==> config.mk <==
export PLATFORM = sky130hd
export DESIGN_NAME = migtag_table
export DESIGN_NICKNAME = d
export VERILOG_FILES = /design/src/rtl/mtt_pkg.sv /design/src/rtl/mtt_cam.sv /design/src/rtl/mtt_pick.sv /design/src/rtl/mtt_lru.sv /design/src/rtl/migtag_table.sv
export SDC_FILE = /design/constraint.sdc
export NUM_CORES = 2
export LEC_CHECK = 0
export CAP_MARGIN = 20
export CORE_UTILIZATION = 55
export CTS_BUF_LIST = sky130_fd_sc_hd__clkbuf_4 sky130_fd_sc_hd__clkbuf_8
export CTS_CLUSTER_SIZE = 20
export DETAILED_ROUTE_END_ITERATION = 10
export HOLD_SLACK_MARGIN = 0.03
export PLACE_DENSITY = 0.74
export SETUP_SLACK_MARGIN = 0.5
export SLEW_MARGIN = 30
export SYNTH_ARGS = -nofsm -noshare
export SYNTH_HDL_FRONTEND = slang
export SYNTH_SLANG_ARGS = --single-unit
==> constraint.sdc <==
create_clock -name clk -period 14.38 [get_ports clk]
set_input_delay 2.876 -clock clk [delete_from_list [all_inputs] [get_ports clk]]
set_output_delay 2.876 -clock clk [all_outputs]
set_load 0.005 [all_outputs]
==> src/rtl/mtt_pkg.sv <==
package mtt_pkg;
    typedef enum logic [2:0] {
        OP_INS_REM  = 3'd0,
        OP_INS_LOC  = 3'd1,
        OP_MIGRATE  = 3'd2,
        OP_LOC_DROP = 3'd3,
        OP_ADD_SHR  = 3'd4,
        OP_REM_INV  = 3'd5
    } mtt_op_e;
endpackage

==> src/rtl/mtt_cam.sv <==
module mtt_cam #(
    parameter int WAYS  = 8,
    parameter int TAG_W = 20,
    localparam int IDX_W = $clog2(WAYS)
) (
    input  logic [WAYS-1:0]            vld,
    input  logic [WAYS-1:0][TAG_W-1:0] tags,
    input  logic [TAG_W-1:0]           key,
    output logic [WAYS-1:0]            match,
    output logic                       hit,
    output logic [IDX_W-1:0]           idx
);
    for (genvar w = 0; w < WAYS; w++) begin : g_cmp
        assign match[w] = vld[w] && (tags[w] == key);
    end

    assign hit = |match;

    always_comb begin
        idx = '0;
        for (int i = 0; i < WAYS; i++) begin
            if (match[i]) idx = IDX_W'(i);
        end
    end
endmodule

==> src/rtl/mtt_pick.sv <==
module mtt_pick #(
    parameter int WAYS = 8,
    localparam int IDX_W = $clog2(WAYS)
) (
    input  logic [WAYS-1:0]            vld,
    input  logic [WAYS-1:0]            loc,
    input  logic [WAYS-1:0][IDX_W-1:0] ages,
    output logic                       free_any,
    output logic [IDX_W-1:0]           free_idx,
    output logic                       rem_any,
    output logic [IDX_W-1:0]           victim_idx
);
    logic [WAYS-1:0] rem;
    assign rem = vld & ~loc;

    // lowest-numbered empty slot
    always_comb begin
        free_any = ~&vld;
        free_idx = '0;
        for (int i = WAYS - 1; i >= 0; i--) begin
            if (!vld[i]) free_idx = IDX_W'(i);
        end
    end

    // oldest remote entry
    always_comb begin
        rem_any    = |rem;
        victim_idx = '0;
        for (int i = 0; i < WAYS; i++) begin
            if (rem[i] && (!rem[victim_idx] || ages[i] > ages[victim_idx]))
                victim_idx = IDX_W'(i);
        end
    end
endmodule

==> src/rtl/mtt_lru.sv <==
module mtt_lru #(
    parameter int WAYS = 8,
    localparam int IDX_W = $clog2(WAYS)
) (
    input  logic                       clk,
    input  logic                       rst_n,
    input  logic [WAYS-1:0]            rem_vld,
    input  logic                       touch_en,
    input  logic                       remove_en,
    input  logic [IDX_W-1:0]           way,
    output logic [WAYS-1:0][IDX_W-1:0] ages
);
    logic [WAYS-1:0][IDX_W-1:0] age_q;
    logic [IDX_W:0]             rem_cnt;
    logic [IDX_W:0]             ref_age;

    assign rem_cnt = (IDX_W+1)'($countones(rem_vld));
    // an entry that is new to the remote set ranks behind every current one
    assign ref_age = rem_vld[way] ? {1'b0, age_q[way]} : rem_cnt;
    assign ages    = age_q;

    always_ff @(posedge clk) begin
        if (!rst_n) begin
            age_q <= '0;
        end else if (touch_en) begin
            for (int j = 0; j < WAYS; j++) begin
                if (IDX_W'(j) == way)
                    age_q[j] <= '0;
                else if (rem_vld[j] && ({1'b0, age_q[j]} < ref_age))
                    age_q[j] <= age_q[j] + IDX_W'(1);
            end
        end else if (remove_en) begin
            for (int j = 0; j < WAYS; j++) begin
                if (rem_vld[j] && (IDX_W'(j) != way) && (age_q[j] > age_q[way]))
                    age_q[j] <= age_q[j] - IDX_W'(1);
            end
        end
    end
endmodule

==> src/rtl/migtag_table.sv <==
module migtag_table #(
    parameter int WAYS  = 8,
    parameter int TAG_W = 20,
    parameter int NTILE = 16,
    localparam int HOST_W = $clog2(NTILE),
    localparam int IDX_W  = $clog2(WAYS)
) (
    input  logic              clk,
    input  logic              rst_n,
    input  logic              lk_valid,
    input  logic [TAG_W-1:0]  lk_tag,
    output logic              lk_hit,
    output logic [HOST_W-1:0] lk_host,
    input  logic              mod_valid,
    input  logic [2:0]        mod_op,
    input  logic [TAG_W-1:0]  mod_tag,
    input  logic [HOST_W-1:0] mod_tile,
    output logic              ovf,
    output logic              inv_valid,
    output logic [TAG_W-1:0]  inv_tag,
    output logic [NTILE-1:0]  inv_mask
);
    import mtt_pkg::*;

    // entry storage
    logic [WAYS-1:0]             vld_q, loc_q;
    logic [WAYS-1:0][TAG_W-1:0]  tag_q;
    logic [WAYS-1:0][HOST_W-1:0] host_q;
    logic [WAYS-1:0][NTILE-1:0]  mask_q;

    mtt_op_e op;
    assign op = mtt_op_e'(mod_op);

    logic [WAYS-1:0]  l_match, m_match;
    logic             l_hit, m_hit;
    logic [IDX_W-1:0] l_idx, m_idx;

    mtt_cam #(.WAYS(WAYS), .TAG_W(TAG_W)) u_cam_lk (
        .vld(vld_q), .tags(tag_q), .key(lk_tag),
        .match(l_match), .hit(l_hit), .idx(l_idx)
    );
    mtt_cam #(.WAYS(WAYS), .TAG_W(TAG_W)) u_cam_mod (
        .vld(vld_q), .tags(tag_q), .key(mod_tag),
        .match(m_match), .hit(m_hit), .idx(m_idx)
    );

    logic [WAYS-1:0][IDX_W-1:0] ages;
    logic                       free_any, rem_any;
    logic [IDX_W-1:0]           free_idx, victim_idx;

    mtt_pick #(.WAYS(WAYS)) u_pick (
        .vld(vld_q), .loc(loc_q), .ages(ages),
        .free_any(free_any), .free_idx(free_idx),
        .rem_any(rem_any), .victim_idx(victim_idx)
    );

    logic             touch_en, remove_en;
    logic [IDX_W-1:0] lru_way;

    mtt_lru #(.WAYS(WAYS)) u_lru (
        .clk(clk), .rst_n(rst_n), .rem_vld(vld_q & ~loc_q),
        .touch_en(touch_en), .remove_en(remove_en), .way(lru_way), .ages(ages)
    );

    // next-state of one entry per cycle
    logic              wr_en;
    logic [IDX_W-1:0]  wr_idx;
    logic              n_vld, n_loc;
    logic [TAG_W-1:0]  n_tag;
    logic [HOST_W-1:0] n_host;
    logic [NTILE-1:0]  n_mask;
    logic              ovf_d, inv_d;
    logic [IDX_W-1:0]  new_idx;
    logic              new_ok;

    assign new_ok  = free_any || rem_any;
    assign new_idx = free_any ? free_idx : victim_idx;

    always_comb begin
        wr_en     = 1'b0;
        wr_idx    = m_idx;
        n_vld     = vld_q[m_idx];
        n_loc     = loc_q[m_idx];
        n_tag     = tag_q[m_idx];
        n_host    = host_q[m_idx];
        n_mask    = mask_q[m_idx];
        touch_en  = 1'b0;
        remove_en = 1'b0;
        lru_way   = m_idx;
        ovf_d     = 1'b0;
        inv_d     = 1'b0;
        if (mod_valid) begin
            unique case (op)
                OP_INS_REM: begin
                    if (m_hit) begin
                        wr_en  = 1'b1;
                        n_host = mod_tile;
                        touch_en = !loc_q[m_idx];
                    end else if (new_ok) begin
                        wr_en    = 1'b1;
                        wr_idx   = new_idx;
                        n_vld    = 1'b1;
                        n_loc    = 1'b0;
                        n_tag    = mod_tag;
                        n_host   = mod_tile;
                        n_mask   = '0;
                        touch_en = 1'b1;
                        lru_way  = new_idx;
                    end else begin
                        ovf_d = 1'b1;
                    end
                end
                OP_INS_LOC: begin
                    if (m_hit) begin
                        wr_en  = 1'b1;
                        n_host = mod_tile;
                        n_loc  = 1'b1;
                        if (!loc_q[m_idx]) begin
                            n_mask    = '0;
                            remove_en = 1'b1;
                        end
                    end else if (new_ok) begin
                        wr_en     = 1'b1;
                        wr_idx    = new_idx;
                        n_vld     = 1'b1;
                        n_loc     = 1'b1;
                        n_tag     = mod_tag;
                        n_host    = mod_tile;
                        n_mask    = '0;
                        remove_en = !free_any;
                        lru_way   = new_idx;
                    end else begin
                        ovf_d = 1'b1;
                    end
                end
                OP_MIGRATE: begin
                    if (m_hit && loc_q[m_idx]) begin
                        wr_en  = 1'b1;
                        n_host = mod_tile;
                        n_mask = '0;
                        inv_d  = |mask_q[m_idx];
                    end
                end
                OP_LOC_DROP: begin
                    if (m_hit && loc_q[m_idx]) begin
                        wr_en  = 1'b1;
                        n_vld  = 1'b0;
                        n_mask = '0;
                        inv_d  = |mask_q[m_idx];
                    end
                end
                OP_ADD_SHR: begin
                    if (m_hit && loc_q[m_idx]) begin
                        wr_en            = 1'b1;
                        n_mask[mod_tile] = 1'b1;
                    end
                end
                OP_REM_INV: begin
                    if (m_hit && !loc_q[m_idx]) begin
                        wr_en     = 1'b1;
                        n_vld     = 1'b0;
                        remove_en = 1'b1;
                    end
                end
                default: ;
            endcase
        end else if (lk_valid && l_hit && !loc_q[l_idx]) begin
            touch_en = 1'b1;
            lru_way  = l_idx;
        end
    end

    always_ff @(posedge clk) begin
        if (!rst_n) begin
            vld_q  <= '0;
            loc_q  <= '0;
            tag_q  <= '0;
            host_q <= '0;
            mask_q <= '0;
        end else if (wr_en) begin
            vld_q[wr_idx]  <= n_vld;
            loc_q[wr_idx]  <= n_loc;
            tag_q[wr_idx]  <= n_tag;
            host_q[wr_idx] <= n_host;
            mask_q[wr_idx] <= n_mask;
        end
    end

    // registered outputs
    always_ff @(posedge clk) begin
        if (!rst_n) begin
            lk_hit    <= 1'b0;
            lk_host   <= '0;
            ovf       <= 1'b0;
            inv_valid <= 1'b0;
            inv_tag   <= '0;
            inv_mask  <= '0;
        end else begin
            lk_hit    <= lk_valid && l_hit;
            lk_host   <= (lk_valid && l_hit) ? host_q[l_idx] : '0;
            ovf       <= ovf_d;
            inv_valid <= inv_d;
            inv_tag   <= inv_d ? mod_tag : '0;
            inv_mask  <= inv_d ? mask_q[m_idx] : '0;
        end
    end

    AST_LK_NEEDS_REQ: assert property (@(posedge clk) disable iff (!rst_n)
        lk_hit |-> $past(lk_valid));
    AST_NO_DUP_TAG: assert property (@(posedge clk) disable iff (!rst_n)
        lk_valid |-> $onehot0(l_match));
    AST_OVF_ONLY_FULL: assert property (@(posedge clk) disable iff (!rst_n)
        ovf |-> $past((&vld_q) && (&loc_q)));
    AST_INV_SOURCE: assert property (@(posedge clk) disable iff (!rst_n)
        inv_valid |-> $past(mod_valid && (mod_op == 3'd2 || mod_op == 3'd3)));

    for (genvar w = 0; w < WAYS; w++) begin : g_keep
        AST_LOCAL_KEPT: assert property (@(posedge clk) disable iff (!rst_n)
            (vld_q[w] && loc_q[w] && !(mod_valid && mod_op == 3'd3)) |=> vld_q[w]);
    end
endmodule

==> flow_metrics.py <==
metrics = {
    "floorplanning": {
        "start_util_pct": 55.98,
        "rows": 80,
        "die_h_um": 222.7,
        "io_pins": 94,
        "fp.coreArea_um2": 47850,
        "dieArea_um2": 49580,
        "die_w_um": 222.7,
    },
    "route": {
        "ant_nets": 0,
        "finalWirelength_mm": 110.1,
        "avgRoutedWirePerCell_um": 27.49,
        "drc": 0,
        "via_per_inst": 6.671,
        "drt-initial-drc-count": 3511,
        "vias": 26709,
        "first_pass_iters": 6,
    },
    "global_routing": {
        "groute.usage.overall_pct": 43.02,
        "grt_overflow": 0,
        "grt_max_degree": 134,
        "grtUsageMet2_pct": 64.49,
        "use_met1_pct": 56.64,
        "grt_pass1_vias": 25617,
        "grt_pass1_wl_mm": 160.4,
        "grt_busiest_layer": "met2",
        "gr-usage-met3_pct": 12.91,
        "grt_antenna_before_repair": 0,
    },
    "power_and_ir_drop": {
        "clkPwrFrac_pct": 47.9,
        "switching_share_pct": 26.61,
        "ir_drop_mv": 0.1215,
        "power_frac_seq_pct": 43.7,
        "comb_power_share_pct": 8.5,
        "p_leak_uw": 0.01392,
        "power_density_nw_per_um2": 83.68,
        "switchingPower_uw": 681.8,
        "internal_power_uw": 1881,
    },
    "final_layout": {
        "layout_commonest_cell": "nor2_1",
        "fin_nets": 3476,
        "nFillCells": 4098,
        "final_cell_mix": "nor2_1, mux2i_1, dfxtp_1, nand2_1, xnor2_1",
        "instances_no_fill": 4004,
        "area_delta_synth_final_pct": 14.33,
        "multi_input_area_um2": 18080,
        "n_antenna_cell": 0,
        "drive_above_1_share_pct": 11.98,
        "seq_area_um2": 8068,
    },
    "sta": {
        "setup_violations": 0,
        "fin_ws_ns": 0.9728,
        "slew_headroom_pct": 25.02,
        "worstMarginPinSlew_ns": 1.121,
        "min_period_over_period_pct": 93.24,
        "fin_tns_setup_ns": 0,
        "max_freq_mhz": 74.59,
        "rsz0062_at_grt": "no",
        "hold_viol_final": 0,
        "min_period_ns": 13.41,
        "finClkSkew_ns": 0.06726,
        "slew_violations": 0,
    },
    "logic_synthesis": {
        "ys_ff_latch": 403,
        "syn_nets": 3402,
        "syn_avg_cell_area_um2": 8.216,
        "synthCells": 3260,
        "synth.distinct_cells": 90,
        "synthFlopType": "dfxtp_1",
        "ys_seq_area_share_pct": 30.12,
        "synth_area_um2": 26780,
        "synth_edf_count": 0,
        "synthArstFlopShare_pct": 0,
        "yosysWarnings": 0,
    },
    "critical_path": {
        "endpoint_kind": "register",
        "arrival_ns": 13.94,
        "critPathLaunch": "u_lru.ages[1]",
        "critical_path.slowest_cell": "mux2_2",
        "slowest_delay_ns": 0.35,
        "cp_max_fo": 13,
        "rr_startpoint": "u_lru.ages[1]",
        "path_class": "reg2reg",
        "critPathRequiredTime_ns": 14.92,
        "cpMostUsedCell": "ha_1",
        "crit_path_start_kind": "register",
    },
    "placed_design": {
        "gp_congestion": 1.078,
        "numPortBuffers": 93,
        "dp_cells": 3838,
        "dpl.hpwl_mm": 76.21,
        "preCtsSetupSlack_ns": -0.5671,
    },
    "clock_tree": {
        "cts_made_buffers": 72,
        "clkSinkCount": 403,
        "cts.htree.levels": 3,
        "cts_tree": "yes",
        "clk_latency_ns": 0.73,
        "path_clk_slew_ns": 0.06,
        "cts_buffer_depth": 3,
        "cts_root_buf": "clkbuf_8",
    },
    "worst_hold_path": {
        "hp-class": "reg2reg",
        "hp-start": "mask_q[49]",
    },
    "status": {
        "run_status": "complete, no violations",
    },
    "job": {
        "maxCapViolCount": 0,
    },
}
==> final cells by class <==
type | instances | share of cell area, %
Multi-Input combinational cell | 2582 | 59.06
Sequential cell | 403 | 26.35
Timing Repair Buffer | 203 | 5.835
Clock buffer | 109 | 4.491
Tap cell | 615 | 2.513
Inverter | 72 | 0.9071
Clock inverter | 20 | 0.8458
==> cell families (layout without fill, tap and decap cells) <==
kind of cell,count (synthesis),in the layout,synth area share (%)
buffers and inverters,275,404,4.195
adders and majority gates,91,91,4.363
DFF,403,403,30.12
AOI/OAI and AO/OA,441,441,10.84
xor gates and xnor gates,321,321,10.50
muxes,475,475,18.05
and+or+nand+nor,1254,1254,21.93
==> registers in the layout (all words and copies together) (netlist names), 4 cells and up <==
| signal | flops |
|---|---|
| host_q | 32 |
| inv_mask | 16 |
| inv_tag | 20 |
| lk_host | 4 |
| loc_q | 8 |
| mask_q | 128 |
| tag_q | 160 |
| u_lru.ages | 24 |
| vld_q | 8 |
==> power by group through the flow <==
stage | combinational (uW) | sequential, uW | clock, uW
after floorplan | 130 | 1140 | 0
after global placement | 201 | 1140 | 0
after detailed placement | 202 | 1140 | 0
after CTS | 205 | 1120 | 1230
after global routing | 225 | 1120 | 1270
final | 217 | 1120 | 1230
==> synthesized netlist by cell type (6+ instances only) <==
library cell	n	area share, %
or4_1	13	0.36
o21ai_1	6	0.11
and4_1	10	0.33
inv_2	6	0.084
ha_1	87	4.1
nand3b_1	7	0.20
a221o_1	14	0.52
nor2b_1	28	0.65
nand2_1	258	3.6
dfxtp_1	403	30
nor3b_1	8	0.22
nor4b_1	11	0.36
and3_1	13	0.30
o21ai_0	130	2.4
clkbuf_1	102	1.4
nand2b_1	9	0.21
nand4_1	85	2.0
o211ai_1	9	0.25
buf_1	40	0.56
a311oi_1	15	0.49
a31oi_1	15	0.35
buf_2	58	1.1
a221oi_1	14	0.46
or3_1	7	0.16
nor2_1	509	7.1
xor2_1	113	3.7
o21a_1	8	0.22
nor3_1	34	0.64
and2_1	42	0.98
nor4_1	55	1.3
a21oi_1	108	2.0
nand3_1	133	2.5
mux2i_1	411	15
a211oi_1	29	0.81
xnor2_1	208	6.8
or2_2	6	0.14
inv_1	66	0.92
mux2_2	64	2.7
a21o_1	14	0.39
==> stage by stage <==
| step | util (%) | hold WS, ns | power [uW] | instance area (um2) |
|---|---|---|---|---|
| after floorplan | - | 0.4561 | 1273 | 26820 |
| after global placement | 59.15 | 0.4681 | 1344 | 28300 |
| after detailed placement | 59.17 | 0.4767 | 1345 | 28310 |
| after CTS | 62.97 | 0.4941 | 2553 | 30130 |
| after global routing | 64.00 | 0.5124 | 2616 | 30620 |
| final | 64.00 | 0.4928 | 2562 | 30620 |
==> final timing paths <==
check                                     end  slack, ns  depth (start not counted)
worst max-delay path            u_lru.ages[7]       0.97                         74
worst min-delay path               mask_q[49]       0.49                          2
worst max register to register  u_lru.ages[7]       0.97                         74
worst min register to register     mask_q[49]       0.49                          2
==> routing by layer <==
metal	vias to the layer above	wire [um]
met5	-	0
met4	0	5119
met3	371	13380
met2	1750	46890
met1	12947	44700
li1	11641	-
==> critical path: cells and delay by family, from the launching register on <==
| kind | cells | cell delay, ns |
|---|---|---|
| AOI/OAI and AO/OA | 32 | 5.77 |
| and+or+nand+nor | 24 | 3.23 |
| adders and majority gates | 8 | 2.02 |
| buffers and inverters | 7 | 1.07 |
| muxes | 3 | 0.80 |
| DFF | 1 | 0.32 |
==> repair_timing <==
action                     4_1_cts  5_1_grt
hold buffers                     0        0
setup endpoints to repair       24      164
gates cloned                     1        0
resized for setup               15       64
pin swaps                        7       34
setup buffers                   13       22
(Power assumes the default switching activity.)
